**src/rtl/dvc_pkg.sv**
```systemverilog
package dvc_pkg;

  localparam int DVC_LANES = 4;

  typedef enum logic [1:0] {
    DVC_RSV  = 2'b00,
    DVC_ALL  = 2'b01,
    DVC_ANY  = 2'b10,
    DVC_PAIR = 2'b11
  } dvc_mode_e;

  // Lanes outside the mask are neutral in an AND: forced true.
  function automatic logic [DVC_LANES-1:0] and_view(
    input logic [DVC_LANES-1:0] hit, input logic [DVC_LANES-1:0] en);
    return hit | ~en;
  endfunction

  // Lanes outside the mask are neutral in an OR: forced false.
  function automatic logic [DVC_LANES-1:0] or_view(
    input logic [DVC_LANES-1:0] hit, input logic [DVC_LANES-1:0] en);
    return hit & en;
  endfunction

  // A group matches only if it has a member enabled and all enabled members hit.
  function automatic logic group_all(input logic [1:0] hit, input logic [1:0] en);
    return (|en) && (&(hit | ~en));
  endfunction

endpackage

```
**src/rtl/dvc_lane_cmp.sv**
```systemverilog
module dvc_lane_cmp #(
  parameter int LANES  = 4,
  parameter int BYTE_W = 8
) (
  input  logic [LANES*BYTE_W-1:0] data,
  input  logic [LANES*BYTE_W-1:0] ref_val,
  output logic [LANES-1:0]        lane_hit
);
  localparam int W = LANES * BYTE_W;

  // Lane 0 is the most significant byte.
  for (genvar g = 0; g < LANES; g++) begin : g_lane
    localparam int TOP = W - 1 - g * BYTE_W;
    assign lane_hit[g] = (data[TOP -: BYTE_W] == ref_val[TOP -: BYTE_W]);
  end

endmodule

```
**src/rtl/dvc_combine.sv**
```systemverilog
module dvc_combine
  import dvc_pkg::*;
(
  input  logic [1:0]           mode,
  input  logic [DVC_LANES-1:0] en,
  input  logic [DVC_LANES-1:0] lane_hit,
  output logic                 hit
);
  logic any_en;
  logic all_ok;
  logic any_ok;
  logic pair_lo;
  logic pair_hi;
  dvc_mode_e m;

  assign m       = dvc_mode_e'(mode);
  assign any_en  = |en;
  assign all_ok  = any_en && (&and_view(lane_hit, en));
  assign any_ok  = |or_view(lane_hit, en);
  assign pair_lo = group_all(lane_hit[1:0], en[1:0]);
  assign pair_hi = group_all(lane_hit[3:2], en[3:2]);

  always_comb begin
    unique case (m)
      DVC_ALL:  hit = all_ok;
      DVC_ANY:  hit = any_ok;
      DVC_PAIR: hit = pair_lo | pair_hi;
      default:  hit = 1'b0;
    endcase
  end

  always_comb begin

    all_mode_chk: assert (!(m == DVC_ALL && hit) || ((lane_hit & en) == en && en != '0));

    any_mode_chk: assert (!(m == DVC_ANY && hit) || ((lane_hit & en) != '0));

    empty_mask_chk: assert (en != '0 || !hit);
  end

endmodule

```
**src/rtl/dvc_unit.sv**
```systemverilog
module dvc_unit
  import dvc_pkg::*;
#(
  parameter int BYTE_W = 8,
  localparam int W = DVC_LANES * BYTE_W
) (
  input  logic                 clk,
  input  logic                 rst_n,
  input  logic                 valid,
  input  logic [W-1:0]         data,
  input  logic [W-1:0]         ref_val,
  input  logic [1:0]           mode,
  input  logic [DVC_LANES-1:0] en,
  output logic                 match
);
  logic [DVC_LANES-1:0] lane_hit;
  logic                 comb_hit;
  logic                 match_q;

  dvc_lane_cmp #(.LANES(DVC_LANES), .BYTE_W(BYTE_W)) cmp_i (
    .data     (data),
    .ref_val  (ref_val),
    .lane_hit (lane_hit)
  );

  dvc_combine comb_i (
    .mode     (mode),
    .en       (en),
    .lane_hit (lane_hit),
    .hit      (comb_hit)
  );

  always_ff @(posedge clk) begin
    if (!rst_n) match_q <= 1'b0;
    else        match_q <= valid & comb_hit;
  end

  assign match = match_q;


  pulse_needs_valid_chk: assert property (@(posedge clk) disable iff (!rst_n)
    match_q |-> $past(valid));

  reserved_quiet_chk: assert property (@(posedge clk) disable iff (!rst_n)
    match_q |-> ($past(mode) != 2'b00));

  empty_mask_reg_chk: assert property (@(posedge clk) disable iff (!rst_n)
    match_q |-> ($past(en) != '0));

  some_lane_hit_chk: assert property (@(posedge clk) disable iff (!rst_n)
    match_q |-> ($past(lane_hit) != '0));

endmodule

```
**src/rtl/dvc_pair.sv**
```systemverilog
module dvc_pair
  import dvc_pkg::*;
#(
  parameter int BYTE_W = 8,
  localparam int W = DVC_LANES * BYTE_W
) (
  input  logic         clk,
  input  logic         rst_n,
  input  logic [W-1:0] bus_data,
  input  logic         bus_valid,
  input  logic [W-1:0] cmp_val_a,
  input  logic [W-1:0] cmp_val_b,
  input  logic [31:0]  ctrl_word,
  output logic         match_a,
  output logic         match_b
);
  // Control field positions, bit 0 = LSB.
  localparam int MODE_A_LO = 18;
  localparam int MODE_B_LO = 16;
  localparam int EN_A_TOP  = 11;
  localparam int EN_B_TOP  = 3;

  logic [1:0]           mode_a, mode_b;
  logic [DVC_LANES-1:0] en_a, en_b;

  assign mode_a = ctrl_word[MODE_A_LO +: 2];
  assign mode_b = ctrl_word[MODE_B_LO +: 2];

  // Highest bit of each enable field gates lane 0.
  for (genvar g = 0; g < DVC_LANES; g++) begin : g_en
    assign en_a[g] = ctrl_word[EN_A_TOP - g];
    assign en_b[g] = ctrl_word[EN_B_TOP - g];
  end

  dvc_unit #(.BYTE_W(BYTE_W)) unit_a_i (
    .clk (clk), .rst_n (rst_n), .valid (bus_valid), .data (bus_data),
    .ref_val (cmp_val_a), .mode (mode_a), .en (en_a), .match (match_a)
  );

  dvc_unit #(.BYTE_W(BYTE_W)) unit_b_i (
    .clk (clk), .rst_n (rst_n), .valid (bus_valid), .data (bus_data),
    .ref_val (cmp_val_b), .mode (mode_b), .en (en_b), .match (match_b)
  );


  reset_quiet_chk: assert property (@(posedge clk)
    !rst_n |=> (!match_a && !match_b));

endmodule

```
**config.mk**
```make
export PLATFORM = sky130hd
export DESIGN_NAME = dvc_pair
export DESIGN_NICKNAME = d
export VERILOG_FILES = /design/src/rtl/dvc_pkg.sv /design/src/rtl/dvc_lane_cmp.sv /design/src/rtl/dvc_combine.sv /design/src/rtl/dvc_unit.sv /design/src/rtl/dvc_pair.sv
export SDC_FILE = /design/constraint.sdc
export NUM_CORES = 1
export LEC_CHECK = 0
export BUFFER_PORTS_ARGS = -buffer_cell sky130_fd_sc_hd__buf_2
export CORE_ASPECT_RATIO = 1.5
export CORE_MARGIN = 10
export CORE_UTILIZATION = 25
export CTS_CLUSTER_SIZE = 40
export DETAILED_ROUTE_END_ITERATION = 6
export GPL_TIMING_DRIVEN = 0
export PLACE_DENSITY = 0.71
export SETUP_SLACK_MARGIN = 0.3
export SYNTH_ARGS = -nofsm -noshare
export SYNTH_HDL_FRONTEND = slang
export SYNTH_HIERARCHICAL = 1
export SYNTH_SLANG_ARGS = --single-unit
```
**constraint.sdc**
```tcl
create_clock -name clk -period 1.1 [get_ports clk]
set_input_delay 0 -clock clk [delete_from_list [all_inputs] [get_ports clk]]
set_output_delay 0 -clock clk [all_outputs]
set_load 0.1 [all_outputs]
```
==> results.yml <==
status:
  outcome: "finished with violations"
  violations: "setup timing"
place:
  io_buffer_count: 112
  place_congestion: 0.7066
  hpwl_mm: 3.658
drt:
  wl_per_cell_um: 14.69
  wirelength_mm: 4.098
  dr.max_layer_used: "met4"
  wl_met1_mm: 1.482
  detail_route.first_pass.iterations: 4
  via_per_inst: 4.627
  drt_drc_violations_left: 0
  drt_iter0_markers: 36
  route.met2.wl_mm: 2.249
  vias: 1291
  route.met3.wl_um: 342
  drtAntennaViolNets: 0
critical_path:
  cp.required_ps: 1250
  startpoint_type: "primary input"
  crit_type: "primary input to register"
  worstPathArrival_ps: 1370
  cp_max_fo: 2
  worst_setup_path_end_kind: "register"
synthesis:
  synthMuxAreaShare_pct: 0
  netlist_area_sq_um: 940.9
  ys_warn_count: 6
  synthDominantCellAreaShare_pct: 59.57
  yosysUniqueCellTypes: 13
  synthSimpleGateAreaFrac_pct: 17.55
  synth-compound-area-share_pct: 14.63
  synth_nets: 251
  syn_area_per_cell_sq_um: 7.841
  ys_ff_latch: 2
  synth_xor_area_share_pct: 59.57
  yosys.area.top_type: "xnor2_1"
  synth_area_leaders: "xnor2_1 60%, nand4_1 11%, a22oi_1 4.8%"
  synth-adder-area-share_pct: 0
  synth_top_family_by_area: "XOR/XNOR gates"
  ys_seq_area_share_pct: 4.255
  syn_inst: 120
global_route:
  overflow: 0
  grt_pass1_wl_mm: 6.610
  grtUsageTotal_pct: 11.67
  grt_max_degree: 4
  grt_pass1_vias: 1559
  antenna_found_initial: 0
finish:
  syn2layout_area_growth_pct: 92.42
  antenna_cells: 0
  layout-drive-gt1-share_pct: 59.75
  layout.nets: 369
  final_util_pct: 49.62
  most-common-layout-cells: "101 x buf_2, 49 x xnor2_1, 16 x nand4_1"
  final_common_cell: "buf_2"
timing:
  clock.fmax_mhz: 819.9
  final-hold-violation-count: 0
  setup_slack_ps: -119.7
  fin_crit_sh_pct: 110.9
  drv_slew: 0
  worstMarginPinSlew_ps: 208.5
  fin_hold_ws_ps: 58.24
  layout_min_cycle_time_ps: 1220
  setup_tns_ps: -237.7
  relSlewSlack_pct: 86.10
  rsz0062_at_grt: "true"
  setup_viol: 2
power:
  p_leak_nw: 0.8183
  ir_worst_vdd_mv: 0.6497
  p_per_area_nw_per_um2: 537.2
floorplanning:
  core_area_sq_um: 3649
  die_h_um: 95.14
  rows: 27
  dieWidth_um: 70.09
  initial_core_util_pct: 25.79
  die-area_sq_um: 6668
  io_pins: 133
cts:
  clk_pin_slew_ps: 30
  clock_path_buffers: 2
  clock_sinks: 2
  h-tree-depth: 1
  cts_tree: "yes"
  cts-root-buf: "clkbuf_8"
  cts_made_buffers: 3
run:
  cap_violations: 0
min_path:
  hp-class: "primary input to register"
[repair_timing]
action	CTS	global route
hold buffers	0	0
resized for setup	25	12
setup endpoints to repair	4	4
buffers inserted	1	0
pin swaps	16	10
[flip-flops by register name, summed over array words and instances (netlist names)]
name,flops
unit_a_i/match,1
unit_b_i/match,1
[per-stage QoR]
stage          power (mW)  cell area [sq um]  worst slack, ps  cells
6_report           0.9726               1810           -119.7    279
5_1_grt             1.057               1810           -227.7    279
4_1_cts            0.9555               1743           -97.02    279
3_5_place_dp       0.6081               1555           -349.9    275
3_3_place_gp       0.6013               1555           -343.2    275
2_1_floorplan      0.3308              940.9           -6.044    120
[kinds of logic after synthesis]
family,Yosys count
AO/OA/AOI/OAI,14
XOR/XNOR,64
buffers and inverters,10
flip-flops,2
AND/OR/NAND/NOR,30
[synthesized netlist by cell type]
| cell type | number |
|---|---|
| inv_1 | 10 |
| nand4_1 | 16 |
| nor2_1 | 8 |
| xnor2_1 | 64 |
| a22oi_1 | 6 |
| dfxtp_1 | 2 |
| or3_1 | 2 |
| nand3_1 | 2 |
| a22oi_2 | 2 |
| and3_1 | 2 |
| o211ai_2 | 2 |
| o22ai_1 | 2 |
| a221oi_2 | 2 |
[worst paths after layout]
| path | from | to | slack [ps] | cells past startpoint |
|---|---|---|---|---|
| max | bus_data[17] | unit_a_i/match | -120 | 9 |
| min | rst_n | unit_a_i/match | 60 | 2 |
[report_power, final]
| part | switching, mW | internal, mW | total [mW] |
|---|---|---|---|
| sequential | 0.0000372 | 0.0733 | 0.0733 |
| clock | 0.0497 | 0.231 | 0.280 |
| combinational | 0.239 | 0.380 | 0.619 |
| total | 0.289 | 0.684 | 0.973 |
[per-layer routing]
layer  global-route usage [%]  vias up
li1                         -      652
met4                    2.145        0
met1                    11.11      570
met5                        0        -
met2                    23.48       67
met3                    4.054        2
[worst max-delay path: stages]
cell and delay, ps:
buf_6 100, xnor2_2 170, nand4_1 150, nor2_2 160, inv_1 70, a22oi_2 190
o211ai_2 120, a221oi_2 240, and3_1 180
[layout make-up]
| class | count | area (sq um) |
|---|---|---|
| multi-input combinational | 108 | 985.9 |
| inverter | 10 | 37.54 |
| timing repair buffer | 113 | 651.9 |
| clock buffer | 3 | 41.29 |
| sequential | 2 | 40.04 |
| fill | 367 | 1838 |
| tap | 43 | 53.80 |
Power figures use the tool's default switching activity.
